### src/rtl/gcn_pkg.sv
package gcn_pkg;

    typedef enum logic [2:0] {
        ST_IDLE   = 3'd0,
        ST_DECIDE = 3'd1,
        ST_OWN    = 3'd2,
        ST_PASS   = 3'd3,
        ST_DONE   = 3'd4
    } node_state_t;

endpackage

### src/rtl/gcn_sync.sv
module gcn_sync #(
    parameter int STAGES = 2,
    parameter int WIDTH  = 1
) (
    input  logic             clk,
    input  logic             rst_n,
    input  logic [WIDTH-1:0] d,
    output logic [WIDTH-1:0] q
);

    logic [STAGES-1:0][WIDTH-1:0] pipe;

    always_ff @(posedge clk or negedge rst_n) begin
        if (!rst_n) begin
            pipe <= '0;
        end else begin
            pipe[0] <= d;
            for (int s = 1; s < STAGES; s++) begin
                pipe[s] <= pipe[s-1];
            end
        end
    end

    assign q = pipe[STAGES-1];

endmodule

### src/rtl/gcn_fsm.sv
module gcn_fsm
    import gcn_pkg::*;
(
    input  logic clk,
    input  logic rst_n,
    input  logic gnt_s,
    input  logic req_s,
    output logic grant_out,
    output logic bus_busy,
    output logic bus_req
);

    node_state_t state, state_nxt;

    // state register
    always_ff @(posedge clk or negedge rst_n) begin
        if (!rst_n) begin
            state <= ST_IDLE;
        end else begin
            state <= state_nxt;
        end
    end

    // transitions
    always_comb begin
        state_nxt = state;
        unique case (state)
            ST_IDLE:   if (gnt_s)  state_nxt = ST_DECIDE;
            ST_DECIDE: state_nxt = req_s ? ST_OWN : ST_PASS;
            ST_OWN:    if (!req_s) state_nxt = gnt_s ? ST_DONE : ST_IDLE;
            ST_PASS:   if (!gnt_s) state_nxt = ST_IDLE;
            ST_DONE:   if (!gnt_s) state_nxt = ST_IDLE;
            default:   state_nxt = ST_IDLE;
        endcase
    end

    // outputs
    always_comb begin
        grant_out = 1'b0;
        bus_busy  = 1'b0;
        bus_req   = req_s;
        unique case (state)
            ST_OWN:  begin bus_busy = 1'b1; bus_req = 1'b0; end
            ST_PASS: grant_out = 1'b1;
            default: ;
        endcase
    end

    assert_capture_R3: assert property (@(posedge clk) disable iff (!rst_n)
        (state == ST_DECIDE && req_s) |=> (bus_busy && !grant_out));

    assert_forward_R4: assert property (@(posedge clk) disable iff (!rst_n)
        (state == ST_DECIDE && !req_s) |=> (grant_out && !bus_busy));

    assert_decision_locked_R6: assert property (@(posedge clk) disable iff (!rst_n)
        (state == ST_PASS && gnt_s) |=> (state == ST_PASS));

    assert_release_R8: assert property (@(posedge clk) disable iff (!rst_n)
        (state == ST_OWN && !req_s) |=> !bus_busy);

    assert_done_hold_R9: assert property (@(posedge clk) disable iff (!rst_n)
        (state == ST_DONE && gnt_s) |=> !grant_out);

    assert_pass_end_R10: assert property (@(posedge clk) disable iff (!rst_n)
        (state == ST_PASS && !gnt_s) |=> !grant_out);

    assert_own_only_via_decide_R11: assert property (@(posedge clk) disable iff (!rst_n)
        (state != ST_DECIDE && state != ST_OWN) |=> (state != ST_OWN));

endmodule

### src/rtl/grant_chain_node.sv
module grant_chain_node #(
    parameter int SYNC_STAGES = 2
) (
    input  logic clk,
    input  logic rst_n,
    input  logic grant_in,
    input  logic req_in,
    output logic grant_out,
    output logic bus_busy,
    output logic bus_req
);

    localparam int SYNC_W = 2;

    logic [SYNC_W-1:0] raw_in;
    logic [SYNC_W-1:0] sync_out;

    assign raw_in = {req_in, grant_in};

    gcn_sync #(
        .STAGES (SYNC_STAGES),
        .WIDTH  (SYNC_W)
    ) u_sync (
        .clk   (clk),
        .rst_n (rst_n),
        .d     (raw_in),
        .q     (sync_out)
    );

    gcn_fsm u_fsm (
        .clk       (clk),
        .rst_n     (rst_n),
        .gnt_s     (sync_out[0]),
        .req_s     (sync_out[1]),
        .grant_out (grant_out),
        .bus_busy  (bus_busy),
        .bus_req   (bus_req)
    );

    assert_not_both_R5: assert property (@(posedge clk) disable iff (!rst_n)
        $past(bus_busy) |-> !grant_out);

endmodule

### config.mk
export PLATFORM = sky130hd
export DESIGN_NAME = grant_chain_node
export DESIGN_NICKNAME = d
export VERILOG_FILES = /design/src/rtl/gcn_pkg.sv /design/src/rtl/gcn_sync.sv /design/src/rtl/gcn_fsm.sv /design/src/rtl/grant_chain_node.sv
export SDC_FILE = /design/constraint.sdc
export NUM_CORES = 1
export LEC_CHECK = 0
export ABC_AREA = 1
export BUFFER_PORTS_ARGS = -buffer_cell sky130_fd_sc_hd__clkbuf_2
export CORE_AREA = 2 2 39 41
export CTS_CLUSTER_SIZE = 28
export DETAILED_ROUTE_END_ITERATION = 12
export DIE_AREA = 0 0 41 43
export GPL_TIMING_DRIVEN = 0
export MAX_ROUTING_LAYER = met4
export SYNTH_ARGS = -nofsm -noshare
export SYNTH_HDL_FRONTEND = slang
export SYNTH_HIERARCHICAL = 1
export SYNTH_SLANG_ARGS = --single-unit
### constraint.sdc
create_clock -name clk -period 1 [get_ports clk]
set_input_delay 0.05 -clock clk [delete_from_list [all_inputs] [get_ports clk]]
set_output_delay 0.05 -clock clk [all_outputs]
set_load 0.1 [all_outputs]
# Word level (Yosys, flattened, before mapping)
# Cells that the tools add are included.
[classes]
eq_ne = 7
mux = 9
reduce_logical = 3
[op_table]
columns = ["cell", "n"]
rows = [
  ["3-bit two-way mux", 4],
  ["3-bit one-hot mux with 4 select lines", 1],
  ["3-bit by 2-bit equality test with 1-bit output (second input constant)", 2],
  ["2-bit inequality test (second input constant)", 3],
  ["1-bit two-way mux", 4],
  ["3-bit by 1-bit equality test with 1-bit output (second input constant)", 1],
  ["3-bit equality test (second input constant)", 1],
  ["3-bit zero test", 1],
  ["3-bit AND reduction", 1],
  ["2-bit OR reduction", 1],
]
[totals]
regBits = 7
in_bits = 4
output_inout_bits = 3
wordCells = 22

# Longest topological paths before layout
[logic_depth]
depth_word = 4
mapped_depth = 7
ltp_nobuf = 6

# Cells and area by module
# Netlist, hierarchy kept.
[modules_own_cells]
columns = ["module", "n_inst", "cells_each", "area_each_um2", "seq_area_each_um2"]
rows = [
  ["gcn_fsm", 1, 35, 234.0, 75.1],
  ["gcn_sync", 1, 6, 115.1, 100.1],
]

# Least setup slack after synthesis
# Ideal clock, no wire load.
[synth_path]
path_type = "flip-flop to output port"
from = "register u_fsm.state[1]"
to = "output port grant_out"
arrival_time_ns = 1.764
t_required_ns = 0.950
slack_ns = -0.814
path_stages_with_launch = 4
path_buffers = 1
cell_sequence = "dfrtp_1 > buf_6 > nand2_1 > nor2_1"
[synth_via]
elab_chain_cells = 2
[synth_rtl]
columns = ["item", "line", "text"]
rows = [
  ["start, declared", "gcn_fsm.sv:13", "node_state_t state, state_nxt;"],
  ["start signal, assigned", "gcn_fsm.sv:20", "state <= state_nxt;"],
  ["3-bit by 2-bit equality test with 1-bit output", "gcn_fsm.sv:42", "unique case (state)"],
  ["1-bit two-way mux", "gcn_fsm.sv:42", ""],
  ["end, declared", "grant_chain_node.sv:8", "output logic grant_out,"],
]
# No other way between the ends.

# Final worst setup path
[layout_path]
from = "register u_fsm.state[0]"
to = "output port bus_req"
[layout_via]
elab_chain_cells = 2
[layout_rtl]
columns = ["item", "line", "text"]
rows = [
  ["3-bit by 2-bit equality test with 1-bit output", "gcn_fsm.sv:42", ""],
  ["1-bit two-way mux", "gcn_fsm.sv:42", ""],
  ["end, declared", "grant_chain_node.sv:10", "output logic bus_req"],
]
# No other way between the ends.

==> metrics.txt <==
DRC=0; Clock Root Buffer=clkbuf_4; CP Capture Type=output port; TritonRoute pass-1 iters=3; Hold WC Path Type=in -> async; top cell type's share of synthesized area=0.5018; clk_lat worst skew=0.24 ns; relative slew slack=0.8908; RSZ-0062 raised after global routing=true; Initial Util=0.2523; pwr dens=3314 nW/um2; switching share of total power=0.4547; # rows=14; minimum clock period=1.240 ns; die area=1763 um2; Core Region=1384 um2; worst-path maximum fanout=3; min setup slack post-route=-0.2397 ns; reg2reg setup slack=-0.17 ns; DP HPWL=419.7 um; reg2reg start=u_fsm/state[0]$_DFFE_PN0P_; I/O Buffers=6; Synth warnings=6; Register-to-Register Path Depth=6; Final ANT Viol Nets=0; Worst EP required=0.95 ns; Synth area leaders=dfrtp_1, nand2_1, nand3_1; most frequent cells in the layout=buf_4, nand2_1, dfrtp_1; CP Data Arrival Time=1.19 ns; Clk network pwr share=0.112; die height=43 um; logic gate share of total power=0.706; crit path kind=reg -> out; Synth-to-Final Area Change=87.46%; FF-to-FF End=u_fsm/state[0]$_DFFE_PN0P_; startpoint types=flip-flop; failing checks=setup timing; Worst-path clk slew=0.05 ns; Horiz. Die Dim=41 um; post-synth top area cell=dfrtp_1; CTS tree=built; Int Pwr=1.182 mW; VDD IR max=0.001387 V; Fmax=0.8067 GHz; CTS Sinks=7; clk_skew=0.0008496 ns; Post-Syn Area=349.1 um2; post-synthesis sequential area ratio=0.5018; ratio of cells with drive above 1 in the final layout=0.6094; Vias=330; first-pass GRT wire length=1.435 mm; Final Net Count=69; GRT Residual Overflow=0; CTS buffer count=3; vias per cell=4.125; vias in the first global route=327; Yosys reg bits=7; outcome=complete, but fails checks; MaxCap Viol Count=0; GP Congestion=0.7634; Worst-Margin Slew=0.1638 ns; initial drt markers=3; final setup fails=6; final period utilization=1.240; syn nets=45; Leak=0.3214 nW; GRT Total Usage=0.1335; Switch Pwr=0.9861 mW; DR WL/cell=10.86 um; filler instances=123; commonest non-fill, non-tap cell in the layout=buf_4; syn avg cell area=8.514 um2; htree depth=1; Seq pwr share=0.182; Antenna diodes=0; Fin. Hold Viols=0; clk buf depth=2; I/O pin count=7; pre-CTS setup slack=-0.2418 ns; largest net degree at the start of global routing=8; post-synthesis cell count=41; initial antenna violation count=0; Slew Limit Fails=0; Final Hold Slack=0.1814 ns; routed wire length=869 um; synth unique cells=13; setup TNS=-1.084 ns
## per-stage QoR
stage          instance area (um2)  instances  utilization  total power, mW
2_1_floorplan                380.4         41            -            1.190
3_3_place_gp                 430.4         63       0.3110            1.302
3_5_place_dp                 430.4         63       0.3110            1.311
4_1_cts                      644.4         79       0.4656            2.103
5_1_grt                      654.4         80       0.4729            2.296
6_report                     654.4         80       0.4729            2.168
## how the worst max path moves through the flow
stage,start,cells past startpoint,slack (ns),to
after floorplan,u_fsm/state[2]$_DFFE_PN0P_,4,-0.17,bus_req
after CTS,u_fsm/state[0]$_DFFE_PN0P_,5,-0.24,bus_req
after global routing,u_fsm/state[2]$_DFFE_PN0P_,5,-0.30,bus_req
after global placement,u_fsm/state[0]$_DFFE_PN0P_,5,-0.24,bus_req
after detailed placement,u_fsm/state[0]$_DFFE_PN0P_,5,-0.24,bus_req
final,u_fsm/state[0]$_DFFE_PN0P_,5,-0.24,bus_req
## metal layers
metal  track usage  part of all wire  vias to the layer above
met5             -                 0                        -
met4        0.1000                 0                        0
met3       0.03141             0.017                        0
met2        0.1969              0.59                        5
met1        0.1477              0.39                      152
li1              -                 -                      173
## power groups by stage
stage / Clock [mW] / Sequential, mW / Combinational (mW)
after floorplan: 0 / 0.412 / 0.778
after global placement: 0 / 0.425 / 0.877
after detailed placement: 0 / 0.428 / 0.883
after CTS: 0.260 / 0.390 / 1.45
after global routing: 0.280 / 0.398 / 1.62
final: 0.242 / 0.395 / 1.53
## registers in the layout, summed over array words and instances (netlist names)
name / count
u_fsm/state: 3
u_sync/q: 2
u_sync/pipe: 2
## cell type report
| type | count | area (um2) | area share |
|---|---|---|---|
| Buffer | 3 | 26.28 | 0.04015 |
| Clock buffer | 4 | 26.28 | 0.04015 |
| Tap cell | 16 | 20.02 | 0.03059 |
| Timing Repair Buffer | 19 | 198.9 | 0.3040 |
| Inverter | 7 | 33.78 | 0.05163 |
| Multi-Input combinational cell | 24 | 171.4 | 0.2619 |
| Sequential cell | 7 | 177.7 | 0.2715 |
## critical path, stage by stage (launching register included)
cell and delay, ns:
dfrtp_2 0.42, inv_2 0.08, nand3_4 0.08, nand2_2 0.08, clkinvlp_4 0.08, clkbuf_16 0.19
## timing repair
item / 4_1_cts / 5_1_grt
buffers inserted: 9 / 1
hold endpoints to repair: 9 / 0
setup endpoints to repair: 6 / 6
hold buffers: 3 / 0
pin swaps: 6 / 4
resized for setup: 17 / 1
## cells by family (layout without fill, tap and decap cells)
| family | Yosys count | count (layout) | synth area share |
|---|---|---|---|
| AND/OR/NAND/NOR | 23 | 23 | 0.3334 |
| flip-flops | 7 | 7 | 0.5018 |
| buffers and inverters | 10 | 33 | 0.1505 |
| AO/OA/AOI/OAI | 1 | 1 | 0.01432 |
## Yosys cell counts, drive strengths merged
master	count
nand4	3
and2	1
nand3	6
nor2	3
nand2	10
buf	3
inv	7
o21ai	1
dfrtp	7
Power figures use the tool's default switching activity.
